===== config.mk =====
export PLATFORM = sky130hd
export DESIGN_NAME = atomic_intf_monitor
export DESIGN_NICKNAME = d
export VERILOG_FILES = /design/src/rtl/aem_pkg.sv /design/src/rtl/aem_line_table.sv /design/src/rtl/aem_event_ctrl.sv /design/src/rtl/atomic_intf_monitor.sv
export SDC_FILE = /design/constraint.sdc
export NUM_CORES = 1
export LEC_CHECK = 0
export ABC_AREA = 1
export CELL_PAD_IN_SITES_DETAIL_PLACEMENT = 1
export CELL_PAD_IN_SITES_GLOBAL_PLACEMENT = 1
export CORE_MARGIN = 2
export CORE_UTILIZATION = 30
export CTS_CLUSTER_DIAMETER = 100
export CTS_CLUSTER_SIZE = 16
export DETAILED_ROUTE_END_ITERATION = 8
export PLACE_DENSITY_LB_ADDON = 0.15
export SYNTH_ARGS = -nofsm -noshare
export SYNTH_HDL_FRONTEND = slang
export SYNTH_SLANG_ARGS = --single-unit

===== constraint.sdc =====
create_clock -name clk -period 5 [get_ports clk]
set_input_delay 1 -clock clk [delete_from_list [all_inputs] [get_ports clk]]
set_output_delay 1 -clock clk [all_outputs]
set_load 0.01 [all_outputs]

===== src/rtl/aem_pkg.sv =====
package aem_pkg;

    typedef enum logic [1:0] {
        ACC_LOAD  = 2'd0,
        ACC_PREF  = 2'd1,
        ACC_STORE = 2'd2,
        ACC_QUERY = 2'd3
    } acc_kind_e;

    typedef struct packed {
        logic commit;
        logic abort;
    } outcome_t;

endpackage


===== src/rtl/aem_line_table.sv =====
module aem_line_table #(
    parameter int ENTRIES = 8,
    parameter int TAG_W   = 26
) (
    input  logic             clk,
    input  logic             rst,
    input  logic             clear_i,
    input  logic             ins_i,
    input  logic [TAG_W-1:0] ins_tag_i,
    input  logic             snoop_valid_i,
    input  logic [TAG_W-1:0] snoop_tag_i,
    output logic             snoop_hit_o,
    output logic             overflow_o
);
    logic [ENTRIES-1:0] valid_q;
    logic [TAG_W-1:0]   tag_q [ENTRIES];
    logic [ENTRIES-1:0] snoop_match;
    logic [ENTRIES-1:0] ins_match;
    logic [ENTRIES-1:0] alloc_oh;
    logic               free_found;
    logic               present;

    always_comb begin
        alloc_oh   = '0;
        free_found = 1'b0;
        for (int i = 0; i < ENTRIES; i++) begin
            if (!valid_q[i] && !free_found) begin
                alloc_oh[i] = 1'b1;
                free_found  = 1'b1;
            end
        end
    end

    assign present     = |ins_match;
    assign overflow_o  = ins_i && !present && !free_found;
    assign snoop_hit_o = snoop_valid_i &&
                         ((|snoop_match) || (ins_i && (ins_tag_i == snoop_tag_i)));

    for (genvar g = 0; g < ENTRIES; g++) begin : g_entry
        assign snoop_match[g] = valid_q[g] && (tag_q[g] == snoop_tag_i);
        assign ins_match[g]   = valid_q[g] && (tag_q[g] == ins_tag_i);

        always_ff @(posedge clk) begin
            if (rst || clear_i) begin
                valid_q[g] <= 1'b0;
                tag_q[g]   <= '0;
            end else if (ins_i && !present && alloc_oh[g]) begin
                valid_q[g] <= 1'b1;
                tag_q[g]   <= ins_tag_i;
            end
        end
    end


    table_full_chk: assert property (@(posedge clk) disable iff (rst)
        overflow_o |-> (&valid_q));


    table_clear_chk: assert property (@(posedge clk) disable iff (rst)
        clear_i |=> (valid_q == '0));

endmodule


===== src/rtl/aem_event_ctrl.sv =====
module aem_event_ctrl
    import aem_pkg::*;
#(
    parameter int PC_W = 32
) (
    input  logic            clk,
    input  logic            rst,
    input  logic            req_valid_i,
    input  acc_kind_e       req_kind_i,
    input  logic [PC_W-1:0] req_pc_i,
    input  logic            snoop_hit_i,
    input  logic            overflow_i,
    output logic            ins_o,
    output logic            clear_o,
    output logic            commit_o,
    output logic            abort_o,
    output logic            redir_valid_o,
    output logic [PC_W-1:0] redir_pc_o,
    output logic            intf_o,
    output logic            query_hit_o
);
    logic            active_q;
    logic            flag_q;
    logic [PC_W-1:0] cp_q;
    outcome_t        out_q;
    logic            redir_q;
    logic [PC_W-1:0] redir_pc_q;

    logic is_load, is_pref, is_store, is_query, intf_now;

    assign is_load  = req_valid_i && (req_kind_i == ACC_LOAD);
    assign is_pref  = req_valid_i && (req_kind_i == ACC_PREF);
    assign is_store = req_valid_i && (req_kind_i == ACC_STORE);
    assign is_query = req_valid_i && (req_kind_i == ACC_QUERY);

    assign ins_o    = is_load || (is_pref && active_q);
    assign clear_o  = is_store && active_q;
    assign intf_now = flag_q || snoop_hit_i || overflow_i;

    always_ff @(posedge clk) begin
        if (rst) begin
            active_q   <= 1'b0;
            flag_q     <= 1'b0;
            cp_q       <= '0;
            out_q      <= '0;
            redir_q    <= 1'b0;
            redir_pc_q <= '0;
        end else begin
            out_q      <= '0;
            redir_q    <= 1'b0;
            redir_pc_q <= '0;
            if (is_store) begin
                if (active_q && intf_now) begin
                    out_q.abort <= 1'b1;
                    redir_q     <= 1'b1;
                    redir_pc_q  <= cp_q;
                end else begin
                    out_q.commit <= 1'b1;
                end
                active_q <= 1'b0;
                flag_q   <= 1'b0;
                cp_q     <= '0;
            end else begin
                if (is_load && !active_q) begin
                    active_q <= 1'b1;
                    cp_q     <= req_pc_i;
                end
                if (is_query && active_q) begin
                    cp_q <= req_pc_i;
                end
                if ((active_q || is_load) && (snoop_hit_i || overflow_i)) begin
                    flag_q <= 1'b1;
                end
            end
        end
    end

    assign commit_o      = out_q.commit;
    assign abort_o       = out_q.abort;
    assign redir_valid_o = redir_q;
    assign redir_pc_o    = redir_pc_q;
    assign intf_o        = flag_q;
    assign query_hit_o   = is_query && active_q && flag_q;


    cp_capture_chk: assert property (@(posedge clk) disable iff (rst)
        (is_load && !active_q) |=> (redir_pc_q == '0 && cp_q == $past(req_pc_i)));


    hit_flag_chk: assert property (@(posedge clk) disable iff (rst)
        (snoop_hit_i && !is_store) |=> intf_o);


    flag_sticky_chk: assert property (@(posedge clk) disable iff (rst)
        (intf_o && !is_store) |=> intf_o);


    store_commit_chk: assert property (@(posedge clk) disable iff (rst)
        (is_store && !flag_q && !snoop_hit_i) |=> (commit_o && !abort_o && !redir_valid_o));


    store_abort_chk: assert property (@(posedge clk) disable iff (rst)
        (is_store && active_q && flag_q) |=> (abort_o && redir_valid_o && !commit_o));


    end_clear_chk: assert property (@(posedge clk) disable iff (rst)
        (is_store && active_q) |=> (!active_q && !intf_o && cp_q == '0));

endmodule


===== src/rtl/atomic_intf_monitor.sv =====
module atomic_intf_monitor
    import aem_pkg::*;
#(
    parameter int ADDR_W     = 32,
    parameter int PC_W       = 32,
    parameter int LINE_BYTES = 64,
    parameter int ENTRIES    = 8
) (
    input  logic              clk,
    input  logic              rst,
    input  logic              req_valid_i,
    input  logic [1:0]        req_kind_i,
    input  logic [ADDR_W-1:0] req_addr_i,
    input  logic [PC_W-1:0]   req_pc_i,
    input  logic              snoop_valid_i,
    input  logic [ADDR_W-1:0] snoop_addr_i,
    output logic              commit_o,
    output logic              abort_o,
    output logic              redir_valid_o,
    output logic [PC_W-1:0]   redir_pc_o,
    output logic              intf_o,
    output logic              query_hit_o
);
    localparam int OFF_W = $clog2(LINE_BYTES);
    localparam int TAG_W = ADDR_W - OFF_W;

    logic ins, clear, snoop_hit, overflow;

    aem_event_ctrl #(.PC_W(PC_W)) u_ctrl (
        .clk           (clk),
        .rst           (rst),
        .req_valid_i   (req_valid_i),
        .req_kind_i    (acc_kind_e'(req_kind_i)),
        .req_pc_i      (req_pc_i),
        .snoop_hit_i   (snoop_hit),
        .overflow_i    (overflow),
        .ins_o         (ins),
        .clear_o       (clear),
        .commit_o      (commit_o),
        .abort_o       (abort_o),
        .redir_valid_o (redir_valid_o),
        .redir_pc_o    (redir_pc_o),
        .intf_o        (intf_o),
        .query_hit_o   (query_hit_o)
    );

    aem_line_table #(.ENTRIES(ENTRIES), .TAG_W(TAG_W)) u_table (
        .clk           (clk),
        .rst           (rst),
        .clear_i       (clear),
        .ins_i         (ins),
        .ins_tag_i     (req_addr_i[ADDR_W-1:OFF_W]),
        .snoop_valid_i (snoop_valid_i),
        .snoop_tag_i   (snoop_addr_i[ADDR_W-1:OFF_W]),
        .snoop_hit_o   (snoop_hit),
        .overflow_o    (overflow)
    );


    redir_pair_chk: assert property (@(posedge clk) disable iff (rst)
        redir_valid_o |-> (abort_o && !commit_o));

endmodule


# == After elaboration in Yosys (flattened, before gate mapping) ==
# Memories as Yosys holds them, arrays and structs flattened.
# Index checks and enable logic that the tools add are counted.
# totals
elab_cells,174
output_inout_bits,37
ff_bits,76
mem_count,1
ram_bits,208
# op_classes
reduce_logical,76
bitwise_logic,10
n_mux,53
n_eq_ne,20
# mem_list
memory,depth,width,read_ports,rd_ports_with_merged_regs,wr,line,rtl
u_table.tag_q,8,26,8,0,8,aem_line_table.sv:16,logic [TAG_W-1:0] tag_q [ENTRIES];
# ops
cell,n
$eq 26x26->1,17
$mux 26,8
$mux 32,2
$logic_and 1x1->1,46
$mux 1,43
$logic_not 1->1,16
$reduce_or 8->1,2
$or 1x1->1,8
$logic_or 1x1->1,7
$eq 2x2->1 const B,2
$reduce_or 2->1,2
$reduce_or 3->1,1
$eq 2x1->1 const B,1
$logic_not 2->1,1
$not 1->1,2
$reduce_bool 2->1,1

# == Logic depth before layout (Yosys ltp) ==
# logic_depth
depth_word,27
mapped_depth,18

# == Hierarchy ==
# From an unflattened synthesis, not the netlist that was laid out.
# unflattened
cells_unflattened,2112
area_unflattened_um2,16779.8
# modules_own_cells
mod,area_per_inst_um2,instances,cells_each
aem_line_table,14293.7,1,1804
aem_event_ctrl,2486.1,1,308

# == Worst setup path after synthesis ==
# Ideal clock, no wire load.
# synth_path
path_kind,input to register
start,input req_addr_i[12]
end,"memory u_table.tag_q[2][0], in the netlist u_table.tag_q[1][0] (enable)"
t_required_ps,4555
t_arrival_ps,4079
setup_time_ps,445
cell_stages,13
path_slack_ps,476
path_cell_list,buf_2 inv_2 buf_2 a21oi_1 nand4_1 nor2_1 nand2_1 nand2_1 nor2_2 nand2_4 nor2_4 nand2_1 o21ai_0
# synth_lines
item,line,rtl
from (decl),atomic_intf_monitor.sv:13,"input logic [ADDR_W-1:0] req_addr_i,"
to (decl),aem_line_table.sv:16,

==> metrics.md <==
| Metric | Value |
|---|---|
| Status | `finished, final reports clean` |
| Die footprint | `58,010 um2` |
| R2R depth | `13` |
| Crit-path slowest cell | `clkdlybuf4s50_1` |
| Hold crit path type | `flip-flop to flip-flop` |
| Std cell rows | `86` |
| Crit path max-delay family | `simple AND/OR/NAND/NOR gates` |
| Layout Cells excl Fill | `just over 3k` |
| Hold Path Depth | `2` |
| Max Clk Rate | `260.9 MHz` |
| H-tree levels | `1` |
| Max VDD drop | `about 240 uV` |
| WP buf/inv | `2` |
| ANT nets after route | `0` |
| Ports | `139` |
| Rel. slew slack | `34.10%` |
| Worst clock skew | `between 0.03 and 0.04 ns` |
| Clock root buffer | `clkbuf_16` |
| Vias in the first global route | `15.98k` |
| Starting Density | `30.43%` |
| Routed wire per std cell | `27.67 um` |
| Drt total wl | `86,120 um` |
| Gp weighted congestion | `between 0.9 and 1` |
| Gr ovfl total | `0` |
| Data arrival time of the worst path | `4.25 ns` |
| R2r startpoint | `u_table.tag_q[0][1]` |
| Cts hold-fix bufs | `0` |
| Post-CTS Resized | `0` |
| Placed insts | `3,069` |
| I/O Buffers | `126` |
| Sequential fraction of the synthesis area | `a little under half` |
| First-pass GRT wire length | `119,300 um` |
| Area of the core | `55,310 um2` |
| Startpoint types | `input port` |
| Endpoints failing setup | `0` |
| Vias per cell | `between 5 and 6` |
| CP dominant cell by count | `nand2_1` |
| CTS tree | `done` |
| CP Capture Type | `flip-flop` |
| Setup Fix Bufs, Post-CTS | `0` |
| Crit share post-route | `between 70 and 80%` |
| CP max FO | `26` |
| RSZ-0062 raised after global routing | `false` |
| Static Leakage | `8.075 nW` |
| Final Critical Period | `3.834 ns` |
| Largest net degree at the start of global routing | `65` |
| PnR Total Power | `approximately 0.0056 W` |
| Mapped cell area | `roughly 17,000 um2` |
| Fin nets | `between 2k and 2.5k` |
| Synth warnings | `0` |
| Die W | `240.9 um` |
| CTS Buf Count | `23` |
| Multi-input logic area | `~7400 um2` |
| Max Cap Viol | `0` |
| Via Count | `16.25k` |
| Layout fillers | `6,828` |
| Drt drc | `0` |
| Final Hold Vio Count | `0` |
| Crit. path cell count | `16` |
| DRT iter0 DRCs | `~1.8k` |
| Max clock buf depth | `3` |
| Pwr dens | `282.0 nW/um2` |
| Net Count, Synth | `2,302` |
| Final setup TNS | `0 ns` |
| Final slew viol count | `0` |
| Die Span Y | `240.9 um` |
| GRT Resource Usage Total | `29.53%` |
| CP Cell Sequence | `clkdlybuf4s50_1, inv_2, nand2_1, nand2_1, nor2_1, nand2_1, nor2_1, nand2_1, nor2_1, nor2_1, nand2_1, nor2_2, nand2_4, nor2_4, nand4_4, nor2_2` |
| Worst setup path startpoint | `req_addr_i[19]` |
| Setup WS post-layout | `1.166 ns` |
| Worst-Skew Late Latency | `about 0.59 ns` |
| HP Start | `u_ctrl.cp_q[31]` |
| # clock sinks | `~280` |
| Area leader, netlist | `edfxtp_1` |
| Critical path class | `input port to flip-flop` |
| Layout cells sized above 1 | `10.37%` |
| Post-synth cell types | `39` |
| Initial antenna violation count | `3` |
| Synth-to-layout area growth | `18.37%` |
| Largest stage delay on the critical path | `0.67 ns` |
| Syn Area/Cell | `7.650 um2` |
| Actual slew at the worst max-slew pin | `0.9874 ns` |
| Top post-synthesis cells by area | `edfxtp_1 37%, nand2_1 14%, dfxtp_1 9.0%` |
| Post-synth top area share | `37.11%` |
| Critical Path RT | `5.41 ns` |
| Synthesized instance count | `2,200` |
| DRT Pass-1 Iters | `7` |
| Pre-CTS WS | `0.6580 ns` |
| Worst-path clk slew | `about 0.08 ns` |
| Dpl hpwl | `60,070 um` |
| FF+latch count, synth | `~280` |
| Storage cell area | `7767 um2` |
==> cell type report <==
cell class                 instances  area share, %
antenna                            2        0.02512
tap                              748          4.698
clock inverter                     8         0.5778
multi-input combinational       1561          37.08
inverter                         246          4.736
clock buffer                      33          3.078
timing repair buffer             230          10.82
sequential                       284          38.99
==> worst register-to-register path, stage by stage, from the launching register on <==
cell      delay (ns)
edfxtp_1        0.44
o21ai_0         0.46
nor2_1          0.09
nand2_1         0.10
nor2_1          0.05
nand2_1         0.06
nor2_1          0.04
nor2_1          0.18
nand2_1         0.16
nor2_2          0.17
nand2_4         0.14
nor2_4          0.20
nand4_4         0.49
nor2_2          0.27
==> flip-flops by register name, summed over array words and instances (netlist names) <==
name / count
u_ctrl.abort_o: 1
u_ctrl.active_q: 1
u_ctrl.commit_o: 1
u_ctrl.cp_q: 32
u_ctrl.intf_o: 1
u_ctrl.redir_pc_o: 32
u_table.tag_q: 208
u_table.valid_q: 8
==> final timing paths <==
check                          endpoint  slack (ns)
hold / removal    u_ctrl.redir_pc_o[31]        0.44
setup reg to reg   u_table.tag_q[1][21]        1.97
setup / recovery   u_table.tag_q[1][21]        1.17
hold reg to reg   u_ctrl.redir_pc_o[31]        0.44
==> placed cells by master (no fill, tap or decap), types with 14 or more instances in the layout <==
cell type / instances
edfxtp_1: 208
a21oi_1: 49
o22ai_1: 37
xor2_1: 33
xnor2_1: 93
nor2_2: 51
inv_2: 20
dfxtp_1: 76
nor3_1: 14
buf_4: 95
clkbuf_16: 23
nand2_1: 638
nand3_1: 43
o21ai_0: 110
inv_1: 213
nand4_1: 49
nor2_1: 390
clkdlybuf4s50_1: 126
==> cell usage after synthesis, drive strengths merged <==
| cell type | instances |
|---|---|
| nand2 | 640 |
| nor2 | 442 |
| inv | 239 |
| edfxtp | 208 |
| o21ai | 129 |
| buf | 101 |
| xnor2 | 93 |
| dfxtp | 76 |
| nand4 | 53 |
| a21oi | 49 |
| nand3 | 49 |
| o22ai | 37 |
| xor2 | 33 |
| nor3 | 16 |
| or2 | 11 |
| clkbuf | 8 |
| clkinv | 7 |
| o211ai | 5 |
| a21boi | 2 |
| nand3b | 1 |
| o21bai | 1 |
==> per-stage QoR <==
stage | area (um2) | hold WS, ns | utilization (%)
4_1_cts | 19920 | 0.4475 | 36.01
3_3_place_gp | 19190 | 0.4240 | 34.69
5_1_grt | 19920 | 0.4577 | 36.01
2_1_floorplan | 16830 | 0.4160 | -
6_report | 19920 | 0.4438 | 36.02
3_5_place_dp | 19190 | 0.4366 | 34.69
==> layer usage <==
layer  routed length [um]  up-vias  GRT usage (%)
li1                     -     7241              -
met1                35560     8159          38.64
met2                39440      669          48.29
met3                 6936      178          4.861
met4                 4185        0          12.51
met5                    0        -              0
==> kinds of logic after synthesis <==
logic type      synth area share (%)
simple gates                   30.15
buf+inv                        10.09
flops                          46.15
compound gates                 7.048
xor+xnor                       6.557
==> power breakdown <==
| group | internal (W) | switching, W | total, W | leakage [nW] |
|---|---|---|---|---|
| logic | 0.000306 | 0.000667 | 0.000973 | 4.95 |
| registers | 0.00261 | 0.0000771 | 0.00269 | 2.77 |
| clock network | 0.000975 | 0.000984 | 0.00196 | 0.355 |
No activity file was read; power rests on OpenSTA's default activity.
